==> src/rtl/wdog_pkg.sv <==
package wdog_pkg;

  typedef enum logic [1:0] {
    WD_IDLE   = 2'd0,
    WD_RUN    = 2'd1,
    WD_RSTREQ = 2'd2
  } wd_state_e;

  localparam logic [1:0] ADDR_START = 2'd0;
  localparam logic [1:0] ADDR_KICK  = 2'd1;
  localparam logic [1:0] ADDR_CFG   = 2'd2;

  localparam int CFG_RATIO_BIT  = 0;
  localparam int CFG_ACTION_BIT = 1;

endpackage

==> src/rtl/wdog_regif.sv <==
module wdog_regif
  import wdog_pkg::*;
#(
  parameter int DATA_W = 8
) (
  input  logic              clk,
  input  logic              rst_n,
  input  logic              wr_en_i,
  input  logic [1:0]        wr_addr_i,
  input  logic [DATA_W-1:0] wr_data_i,
  output logic              start_o,
  output logic              kick_o,
  output logic              ratio_hi_o,
  output logic              act_rst_o
);

  logic ratio_hi_q, ratio_hi_d;
  logic act_rst_q, act_rst_d;
  logic cfg_we;

  logic unused_data_bits;
  assign unused_data_bits = ^wr_data_i[DATA_W-1:2];

  // Address decode: start and refresh act in the cycle of the write
  assign start_o = wr_en_i && (wr_addr_i == ADDR_START);
  assign kick_o  = wr_en_i && (wr_addr_i == ADDR_KICK);
  assign cfg_we  = wr_en_i && (wr_addr_i == ADDR_CFG);

  always_comb begin
    ratio_hi_d = ratio_hi_q;
    act_rst_d  = act_rst_q;
    if (cfg_we) begin
      ratio_hi_d = wr_data_i[CFG_RATIO_BIT];
      // set-only: a 0 write leaves the mode untouched
      act_rst_d  = act_rst_q | wr_data_i[CFG_ACTION_BIT];
    end
  end

  always_ff @(posedge clk or negedge rst_n) begin
    if (!rst_n) begin
      ratio_hi_q <= 1'b0;
      act_rst_q  <= 1'b0;
    end else begin
      ratio_hi_q <= ratio_hi_d;
      act_rst_q  <= act_rst_d;
    end
  end

  assign ratio_hi_o = ratio_hi_q;
  assign act_rst_o  = act_rst_q;

  assert_mode_sticky_R8: assert property (@(posedge clk) disable iff (!rst_n)
    act_rst_q |=> act_rst_q);

  assert_ratio_written_R4: assert property (@(posedge clk) disable iff (!rst_n)
    (wr_en_i && wr_addr_i == ADDR_CFG) |=> (ratio_hi_q == $past(wr_data_i[CFG_RATIO_BIT])));

endmodule

==> src/rtl/wdog_prediv.sv <==
module wdog_prediv #(
  parameter int DIV_LO = 16,
  parameter int DIV_HI = 128
) (
  input  logic clk,
  input  logic rst_n,
  input  logic en_i,
  input  logic hold_i,
  input  logic clr_i,
  input  logic hi_sel_i,
  output logic tick_o
);

  localparam int PW = (DIV_HI > 2) ? $clog2(DIV_HI) : 1;
  localparam logic [PW-1:0] LO_TOP = PW'(DIV_LO - 1);
  localparam logic [PW-1:0] HI_TOP = PW'(DIV_HI - 1);

  logic [PW-1:0] pre_q, pre_d;
  logic [PW-1:0] top;
  logic          step;

  assign top    = hi_sel_i ? HI_TOP : LO_TOP;
  assign step   = en_i && !hold_i;
  // compare with >= so a ratio change mid-period cannot overrun
  assign tick_o = step && (pre_q >= top);

  always_comb begin
    pre_d = pre_q;
    if (clr_i) begin
      pre_d = '0;
    end else if (step) begin
      if (tick_o) pre_d = '0;
      else        pre_d = pre_q + PW'(1);
    end
  end

  always_ff @(posedge clk or negedge rst_n) begin
    if (!rst_n) pre_q <= '0;
    else        pre_q <= pre_d;
  end

  assert_prescale_frozen_R9: assert property (@(posedge clk) disable iff (!rst_n)
    (hold_i && !clr_i) |=> $stable(pre_q));

endmodule

==> src/rtl/wdog_downcnt.sv <==
module wdog_downcnt #(
  parameter int CNT_W = 15
) (
  input  logic clk,
  input  logic rst_n,
  input  logic load_i,
  input  logic dec_i,
  output logic zero_o
);

  localparam logic [CNT_W-1:0] FULL = {CNT_W{1'b1}};

  logic [CNT_W-1:0] cnt_q, cnt_d;

  always_comb begin
    cnt_d = cnt_q;
    if (load_i)     cnt_d = FULL;
    else if (dec_i) cnt_d = cnt_q - CNT_W'(1);
  end

  always_ff @(posedge clk or negedge rst_n) begin
    if (!rst_n) cnt_q <= FULL;
    else        cnt_q <= cnt_d;
  end

  assign zero_o = (cnt_q == '0);

  assert_reload_full_R5: assert property (@(posedge clk) disable iff (!rst_n)
    load_i |=> (cnt_q == FULL));

endmodule

==> src/rtl/wdog_action.sv <==
module wdog_action
  import wdog_pkg::*;
#(
  parameter int RST_HOLD = 4
) (
  input  logic clk,
  input  logic rst_n,
  input  logic start_i,
  input  logic kick_i,
  input  logic tick_i,
  input  logic zero_i,
  input  logic act_rst_i,
  output logic run_o,
  output logic load_o,
  output logic irq_o,
  output logic rst_req_o
);

  localparam int HW = (RST_HOLD > 1) ? $clog2(RST_HOLD) : 1;
  localparam logic [HW-1:0] HOLD_LAST = HW'(RST_HOLD - 1);

  wd_state_e     state_q, state_d;
  logic [HW-1:0] hcnt_q, hcnt_d;
  logic          irq_q, irq_d;
  logic          start_ok, kick_ok, expire;

  assign run_o    = (state_q == WD_RUN);
  assign start_ok = start_i && (state_q != WD_RSTREQ);
  assign kick_ok  = kick_i && run_o;
  // a start or refresh in the same cycle wins over the timeout
  assign expire   = run_o && tick_i && zero_i && !start_i && !kick_i;
  assign load_o   = start_ok || kick_ok || (expire && !act_rst_i);

  always_comb begin
    state_d = state_q;
    hcnt_d  = hcnt_q;
    irq_d   = 1'b0;
    unique case (state_q)
      WD_IDLE: begin
        if (start_i) state_d = WD_RUN;
      end
      WD_RUN: begin
        if (expire) begin
          if (act_rst_i) begin
            state_d = WD_RSTREQ;
            hcnt_d  = '0;
          end else begin
            irq_d = 1'b1;
          end
        end
      end
      WD_RSTREQ: begin
        if (hcnt_q == HOLD_LAST) state_d = WD_IDLE;
        else                     hcnt_d  = hcnt_q + HW'(1);
      end
      default: state_d = WD_IDLE;
    endcase
  end

  always_ff @(posedge clk or negedge rst_n) begin
    if (!rst_n) begin
      state_q <= WD_IDLE;
      hcnt_q  <= '0;
      irq_q   <= 1'b0;
    end else begin
      state_q <= state_d;
      hcnt_q  <= hcnt_d;
      irq_q   <= irq_d;
    end
  end

  assign irq_o     = irq_q;
  assign rst_req_o = (state_q == WD_RSTREQ);

  assert_idle_kick_ignored_R2: assert property (@(posedge clk) disable iff (!rst_n)
    (state_q == WD_IDLE && kick_i && !start_i) |=> (state_q == WD_IDLE));

  assert_start_arms_R3: assert property (@(posedge clk) disable iff (!rst_n)
    (state_q == WD_IDLE && start_i) |=> (state_q == WD_RUN));

  assert_irq_single_R6: assert property (@(posedge clk) disable iff (!rst_n)
    irq_q |=> !irq_q);

  assert_rstreq_to_idle_R7: assert property (@(posedge clk) disable iff (!rst_n)
    $fell(rst_req_o) |-> (state_q == WD_IDLE));

  assert_no_both_R10: assert property (@(posedge clk) disable iff (!rst_n)
    !(irq_q && rst_req_o));

endmodule

==> src/rtl/wdog_guard.sv <==
module wdog_guard
  import wdog_pkg::*;
#(
  parameter int CNT_W    = 15,
  parameter int DIV_LO   = 16,
  parameter int DIV_HI   = 128,
  parameter int RST_HOLD = 4,
  parameter int DATA_W   = 8
) (
  input  logic              clk,
  input  logic              rst_n,
  input  logic              wr_en,
  input  logic [1:0]        wr_addr,
  input  logic [DATA_W-1:0] wr_data,
  input  logic              lp_hold,
  output logic              irq_o,
  output logic              rst_req_o
);

  logic start_p, kick_p, ratio_hi, act_rst;
  logic run, load, tick, zero;

  wdog_regif #(.DATA_W(DATA_W)) u_regif (
    .clk        (clk),
    .rst_n      (rst_n),
    .wr_en_i    (wr_en),
    .wr_addr_i  (wr_addr),
    .wr_data_i  (wr_data),
    .start_o    (start_p),
    .kick_o     (kick_p),
    .ratio_hi_o (ratio_hi),
    .act_rst_o  (act_rst)
  );

  wdog_prediv #(.DIV_LO(DIV_LO), .DIV_HI(DIV_HI)) u_prediv (
    .clk      (clk),
    .rst_n    (rst_n),
    .en_i     (run),
    .hold_i   (lp_hold),
    .clr_i    (load),
    .hi_sel_i (ratio_hi),
    .tick_o   (tick)
  );

  wdog_downcnt #(.CNT_W(CNT_W)) u_cnt (
    .clk    (clk),
    .rst_n  (rst_n),
    .load_i (load),
    .dec_i  (tick),
    .zero_o (zero)
  );

  wdog_action #(.RST_HOLD(RST_HOLD)) u_action (
    .clk       (clk),
    .rst_n     (rst_n),
    .start_i   (start_p),
    .kick_i    (kick_p),
    .tick_i    (tick),
    .zero_i    (zero),
    .act_rst_i (act_rst),
    .run_o     (run),
    .load_o    (load),
    .irq_o     (irq_o),
    .rst_req_o (rst_req_o)
  );

endmodule

==> config.mk <==
export PLATFORM = sky130hd
export DESIGN_NAME = wdog_guard
export DESIGN_NICKNAME = d
export VERILOG_FILES = /design/src/rtl/wdog_pkg.sv /design/src/rtl/wdog_regif.sv /design/src/rtl/wdog_prediv.sv /design/src/rtl/wdog_downcnt.sv /design/src/rtl/wdog_action.sv /design/src/rtl/wdog_guard.sv
export SDC_FILE = /design/constraint.sdc
export NUM_CORES = 1
export LEC_CHECK = 0
export ABC_CLOCK_PERIOD_IN_PS = 2050
export BUFFER_PORTS_ARGS = -buffer_cell sky130_fd_sc_hd__buf_2
export CAP_MARGIN = 20
export CORE_UTILIZATION = 40
export DETAILED_ROUTE_END_ITERATION = 7
export HOLD_SLACK_MARGIN = 0.03
export PLACE_DENSITY_LB_ADDON = 0.3
export SYNTH_ARGS = -nofsm -noshare
export SYNTH_HDL_FRONTEND = slang
export SYNTH_SLANG_ARGS = --single-unit
==> constraint.sdc <==
create_clock -name clk -period 2.05 [get_ports clk]
set_input_delay 0.41 -clock clk [delete_from_list [all_inputs] [get_ports clk]]
set_output_delay 0.41 -clock clk [all_outputs]
set_load 0.05 [all_outputs]
==> flow_metrics.py, run 1 <==
metrics = {
    "status": {
        "status": "completed",
    },
    "synthesis": {
        "syn_area_per_cell_um2": 9.20,
        "ys_ff_latch": 29,
        "synth-edff-count": 0,
        "ys.flop_type": "dfstp_2",
        "yosys.area.top_type": "dfstp_2",
        "syn_nets": 212,
        "synthCells": 191,
        "ys.warnings.count": 0,
        "synth_top_area_frac": 0.224,
        "ys_types": 46,
        "synthArstFlopShare": 1.00,
        "seq_area_frac_synth": 0.424,
        "yosysMostFrequentCell": "nand2_1",
        "post_synth_instance_area_mm2": 0.00176,
        "netlist_top_cells_count": "26 x nand2_1, 15 x dfstp_2, 15 x nor2_1, 14 x dfrtp_1, 12 x xor2_1",
        "synth_area_leaders": "dfstp_2 22%, dfrtp_1 20%, xor2_1 6.0%, nand2_1 5.6%, ha_1 5.0%",
    },
    "route": {
        "drtIter0Drc": 43,
        "routed_wl_mm": 3.44,
        "viasPerCell": 5.31,
        "ant_nets": 0,
        "dr.pass1.iters": 4,
        "vias": 1387,
        "wl_per_cell_um": 13.2,
        "dr_wl_met2_mm": 1.61,
        "met1_length_mm": 1.66,
        "met3WireLength_um": 102,
        "top_layer_used": "met4",
        "drc": 0,
    },
    "worst_setup_path": {
        "r2r_start": "u_cnt.cnt_q[9]$_DFFE_PN1P_",
        "crit_start": "u_cnt.cnt_q[9]$_DFFE_PN1P_",
        "startpoint_type": "flop",
        "critPathMaxFanout": 4,
        "end_kind": "flop",
        "rr_endpoint": "u_action.irq_o$_DFF_PN0_",
        "r2r_slack_ps": 90,
        "crit_end": "u_action.irq_o$_DFF_PN0_",
        "r2r_cells": 5,
        "cp.required_ps": 2250,
        "path_class": "flop to flop",
        "arrival_ps": 2160,
    },
    "clock_network": {
        "insertion_delay_ps": 280,
        "cts_made_buffers": 5,
        "h-tree-depth": 2,
        "clock-sinks": 29,
        "postCtsSetupRepairBufs": 0,
        "root_buffer": "clkbuf_8",
        "clkTransAtPathRegs_ps": 60,
        "clock_path_buffers": 2,
        "cts_tree": "yes",
    },
    "timing": {
        "final.setup.tns_ps": 0,
        "max_freq_ghz": 0.510,
        "finalCriticalPeriod_ps": 1960,
        "tightest_slew_ps": 636,
        "maxSlewHeadroom": 0.576,
        "fin_worst_skew_ps": 5.91,
        "setup_slack_ps": 88.7,
        "rsz0062_at_grt": "yes",
        "fin_hold_ws_ps": 145,
        "setup_viol": 0,
        "hold_violations": 0,
        "fin_crit_sh": 0.957,
        "slew_violations": 0,
    },
    "power_and_ir_drop": {
        "ir_worst_vdd_mv": 0.288,
        "leakagePower_nw": 0.833,
        "power_density_mw_per_mm2": 769,
        "finalPower_mw": 1.56,
    },
    "global_routing": {
        "grt_pass1_vias": 1289,
        "grt_max_degree": 30,
        "grt_pass1_wl_mm": 5.93,
        "grt_usage": 0.177,
        "grt.overflow.total": 0,
        "antenna_found_initial": 0,
    },
    "floorplan": {
        "fp-row-count": 23,
        "ios": 16,
        "start_util": 0.427,
        "die_w_um": 68.3,
        "core-area_mm2": 0.00412,
        "dieArea_mm2": 0.00466,
        "die_h_um": 68.3,
    },
    "place": {
        "place_inst": 253,
        "gp_congestion": 0.749,
        "place_ws_ps": 29.8,
        "portBuffers": 9,
        "hpwl_mm": 2.41,
        "place_area_mm2": 0.00191,
    },
    "hold_path": {
        "hp-class": "input pin to async pin",
    },
    "job": {
        "maxCapViolations": 0,
    },
    "layout": {
        "diodes": 0,
        "stdcell_area_mm2": 0.00203,
        "layout.cells.non_filler": 261,
        "final_nets": 231,
        "area_growth_pct": 15.4,
        "nFillCells": 398,
        "finish.utilization": 0.493,
        "drive_gt1_frac": 0.251,
    },
}
==> what timing repair did <==
item,in CTS,in global routing
setup endpoints to repair,0,19
hold buffers,0,0
gates resized for setup,0,4
==> layout by cell type, fill, tap and decap left out, types with 3 or more instances in the layout <==
cell,n
dfstp_2,15
o211ai_1,6
nor3_1,5
a21oi_1,5
buf_2,9
ha_1,7
clkbuf_8,6
dfrtp_1,14
nor2b_1,3
o21ai_0,10
nand3b_1,3
or4_1,3
and2_1,4
nand2_1,26
nor4_1,3
xor2_1,12
buf_4,10
a31oi_1,3
inv_1,8
nand3_1,8
nor2_1,15
==> sequential cells by signal, indices dropped and copies added, names as in the netlist <==
register / cells
u_cnt.cnt_q: 15
u_prediv.pre_q: 7
u_action.hcnt_q: 2
u_action.state_q: 2
u_action.irq_o: 1
u_regif.act_rst_o: 1
u_regif.ratio_hi_o: 1
==> logic make-up after synthesis <==
| logic type | share of synthesized area |
|---|---|
| compound gates | 0.140 |
| xor+xnor | 0.0698 |
| fa+ha+maj | 0.0499 |
| buf+inv | 0.0356 |
| flops | 0.424 |
| mux | 0.00641 |
| simple gates | 0.274 |
==> final cells by class <==
type / instances / area [µm²] / area share
timing repair buffer: 20 / 131 / 0.0648
tap: 50 / 62.6 / 0.0309
clock buffer: 8 / 90.1 / 0.0444
sequential: 29 / 744 / 0.367
multi-input combinational: 146 / 968 / 0.478
inverter: 8 / 30.0 / 0.0148
==> critical path, stage by stage (launching register included) <==
cell	delay, ps
dfstp_2	390
or4_4	570
nor3_4	180
nand4_1	110
or4_1	520
nor3_2	110
==> power by group <==
| part | total (mW) | internal, mW | switching, mW |
|---|---|---|---|
| Clock | 0.488 | 0.273 | 0.215 |
| Sequential | 0.724 | 0.657 | 0.0669 |
| Combinational | 0.347 | 0.151 | 0.197 |
==> metal layers <==
layer | global-route usage | up-vias
met1 | 0.228 | 645
met2 | 0.268 | 14
met5 | 0 | -
met4 | 0.0833 | 0
met3 | 0.0533 | 8
li1 | - | 720
==> how the worst min path moves through the flow <==
stage                                                end  slack, ps  cells after the start
after global routing      u_regif.ratio_hi_o$_DFFE_PN0P_        210                      1
after detailed placement        u_action.irq_o$_DFF_PN0_        450                      1
after global placement          u_action.irq_o$_DFF_PN0_        460                      1
after CTS                 u_regif.ratio_hi_o$_DFFE_PN0P_        170                      1
after floorplan           u_action.hcnt_q[0]$_DFFE_PN0P_        110                      0
final                     u_regif.ratio_hi_o$_DFFE_PN0P_        140                      1
No activity file was read; power rests on OpenSTA's default activity.
==> inputs of run 2 (changes only) <==
--- a/config.mk
+++ b/config.mk
@@ -9,6 +9,7 @@
 export BUFFER_PORTS_ARGS = -buffer_cell sky130_fd_sc_hd__buf_2
 export CAP_MARGIN = 20
 export CORE_UTILIZATION = 40
+export CTS_BUF_LIST = sky130_fd_sc_hd__clkbuf_4
 export DETAILED_ROUTE_END_ITERATION = 7
 export HOLD_SLACK_MARGIN = 0.03
 export PLACE_DENSITY_LB_ADDON = 0.3
==> run 2 against run 1 <==
Clock power decreased by 26%; global-route usage decreased by 0.11 points; critical endpoint unchanged; register-to-register slack about the same; clock-buffer cell count decreased by 1.
==> flow_metrics.py, run 2 (same netlist as run 1, synthesis figures left out) <==
metrics = {
    "status": {
        "status": "completed",
    },
    "timing": {
        "rsz0062_at_grt": "yes",
        "slew_violations": 0,
        "fin_hold_ws_ps": 86.5,
        "setup_viol": 0,
        "final.setup.tns_ps": 0,
        "maxSlewHeadroom": 0.573,
        "fin_crit_sh": 0.957,
        "finalCriticalPeriod_ps": 1960,
        "setup_slack_ps": 87.4,
        "hold_violations": 0,
        "max_freq_ghz": 0.510,
        "fin_worst_skew_ps": 10.7,
        "tightest_slew_ps": 640,
    },
    "route": {
        "vias": 1377,
        "dr.pass1.iters": 4,
        "wl_per_cell_um": 13.1,
        "drtIter0Drc": 29,
        "ant_nets": 0,
        "drc": 0,
        "viasPerCell": 5.28,
        "routed_wl_mm": 3.42,
    },
    "layout": {
        "layout.cells.non_filler": 261,
        "stdcell_area_mm2": 0.00199,
        "largest_reg_flops": 15,
        "diodes": 0,
        "top_register": "u_cnt.cnt_q",
        "final_common_cell": "nand2_1",
        "nFillCells": 400,
        "finish.utilization": 0.484,
        "final_nets": 231,
        "drive_gt1_frac": 0.256,
        "final_cell_mix": "26 x nand2_1, 15 x nor2_1, 15 x dfstp_2",
        "area_growth_pct": 13.5,
        "reg_top3": "u_cnt.cnt_q (15), u_prediv.pre_q (7)",
    },
    "power_and_ir_drop": {
        "power_density_mw_per_mm2": 717,
        "leakagePower_nw": 0.822,
        "finalPower_mw": 1.43,
        "ir_worst_vdd_mv": 0.262,
    },
    "floorplan": {
        "fp-row-count": 23,
        "die_w_um": 68.3,
        "ios": 16,
        "dieArea_mm2": 0.00466,
        "core-area_mm2": 0.00412,
        "die_h_um": 68.3,
        "start_util": 0.427,
    },
    "worst_setup_path": {
        "arrival_ps": 2210,
        "cp.required_ps": 2300,
        "worst_path_largest_cell_delay_ps": 570,
        "critPathMaxFanout": 4,
        "crit_chain": "or4_4, nor3_4, nand4_1, or4_1, nor3_2",
        "path_class": "flop to flop",
        "critPathTopFamily": "simple AND/OR/NAND/NOR gates",
        "end_kind": "flop",
        "startpoint_type": "flop",
        "crit_buf_inv": 0,
        "crit_slowest_cell": "or4_4",
    },
    "global_routing": {
        "grt_pass1_wl_mm": 5.88,
        "grt_usage": 0.176,
        "antenna_found_initial": 0,
        "grt_max_degree": 30,
        "grt.overflow.total": 0,
        "grt_pass1_vias": 1277,
    },
    "place": {
        "hpwl_mm": 2.41,
        "place_ws_ps": 29.8,
        "place_area_mm2": 0.00191,
        "place_inst": 253,
        "portBuffers": 9,
        "gp_congestion": 0.749,
    },
    "clock_network": {
        "postCtsSetupRepairBufs": 0,
        "h-tree-depth": 2,
        "clock_path_buffers": 2,
        "cts_made_buffers": 5,
        "insertion_delay_ps": 330,
        "holdBufCountCts": 0,
        "clock-sinks": 29,
        "cts_tree": "yes",
        "clkTransAtPathRegs_ps": 100,
        "root_buffer": "clkbuf_4",
    },
    "job": {
        "maxCapViolations": 0,
    },
    "hold_path": {
        "hp-class": "input pin to async pin",
    },
}
## run 2: cell types whose count changed in the layout (fill, tap and decap cells not counted), sizes merged
cell | before | now
clkbuf | 8 | 7
clkinv | 0 | 1
## run 2: path summary, 6_finish.rpt
check / start / end / slack, ps / depth (start not counted)
setup / recovery: u_cnt.cnt_q[9]$_DFFE_PN1P_ / u_action.irq_o$_DFF_PN0_ / 90 / 5
hold / removal: rst_n / u_regif.ratio_hi_o$_DFFE_PN0P_ / 90 / 1
setup reg to reg: u_cnt.cnt_q[9]$_DFFE_PN1P_ / u_action.irq_o$_DFF_PN0_ / 90 / 5
hold reg to reg: u_regif.act_rst_o$_DFFE_PN0P_ / u_action.irq_o$_DFF_PN0_ / 470 / 1
max in group asynchronous: rst_n / u_prediv.pre_q[1]$_DFFE_PN0P_ / 1540 / 1
min in group clk: wr_addr[1] / u_action.state_q[0]$_DFFE_PN0P_ / 280 / 2
## run 2: final cells by class
cell class                 count  area, µm²  share of cell area
clock buffer                   7       52.6              0.0264
clock inverter                 1       3.75             0.00188
inverter                       8       30.0              0.0151
multi-input combinational    146        968               0.486
sequential                    29        744               0.374
tap                           50       62.6              0.0314
timing repair buffer          20        131              0.0659
## run 2: routing by layer
layer  routed length [µm]  global-route usage  up-vias
met1                 1690               0.229      637
met2                 1540               0.260       15
met3                  104              0.0583        7
li1                     -                   -      718
met5                    0                   0        -
met4                   80              0.0833        0
## run 2: power breakdown
group          switching, mW  leakage [nW]  internal, mW
Sequential            0.0666         0.324         0.656
Combinational          0.197         0.463         0.151
Clock                  0.202        0.0338         0.158
Total                  0.466         0.822         0.964
## run 2: worst reg2reg max path, cell delays in order (launching register included)
cell and delay, ps:
dfstp_2 400, or4_4 570, nor3_4 170, nand4_1 110, or4_1 520, nor3_2 110
## run 2: what timing repair did
action                                  in CTS  in global routing
endpoints found under the setup margin       0                 19
hold endpoints to repair                     0                  0
gates resized for setup                      0                  4
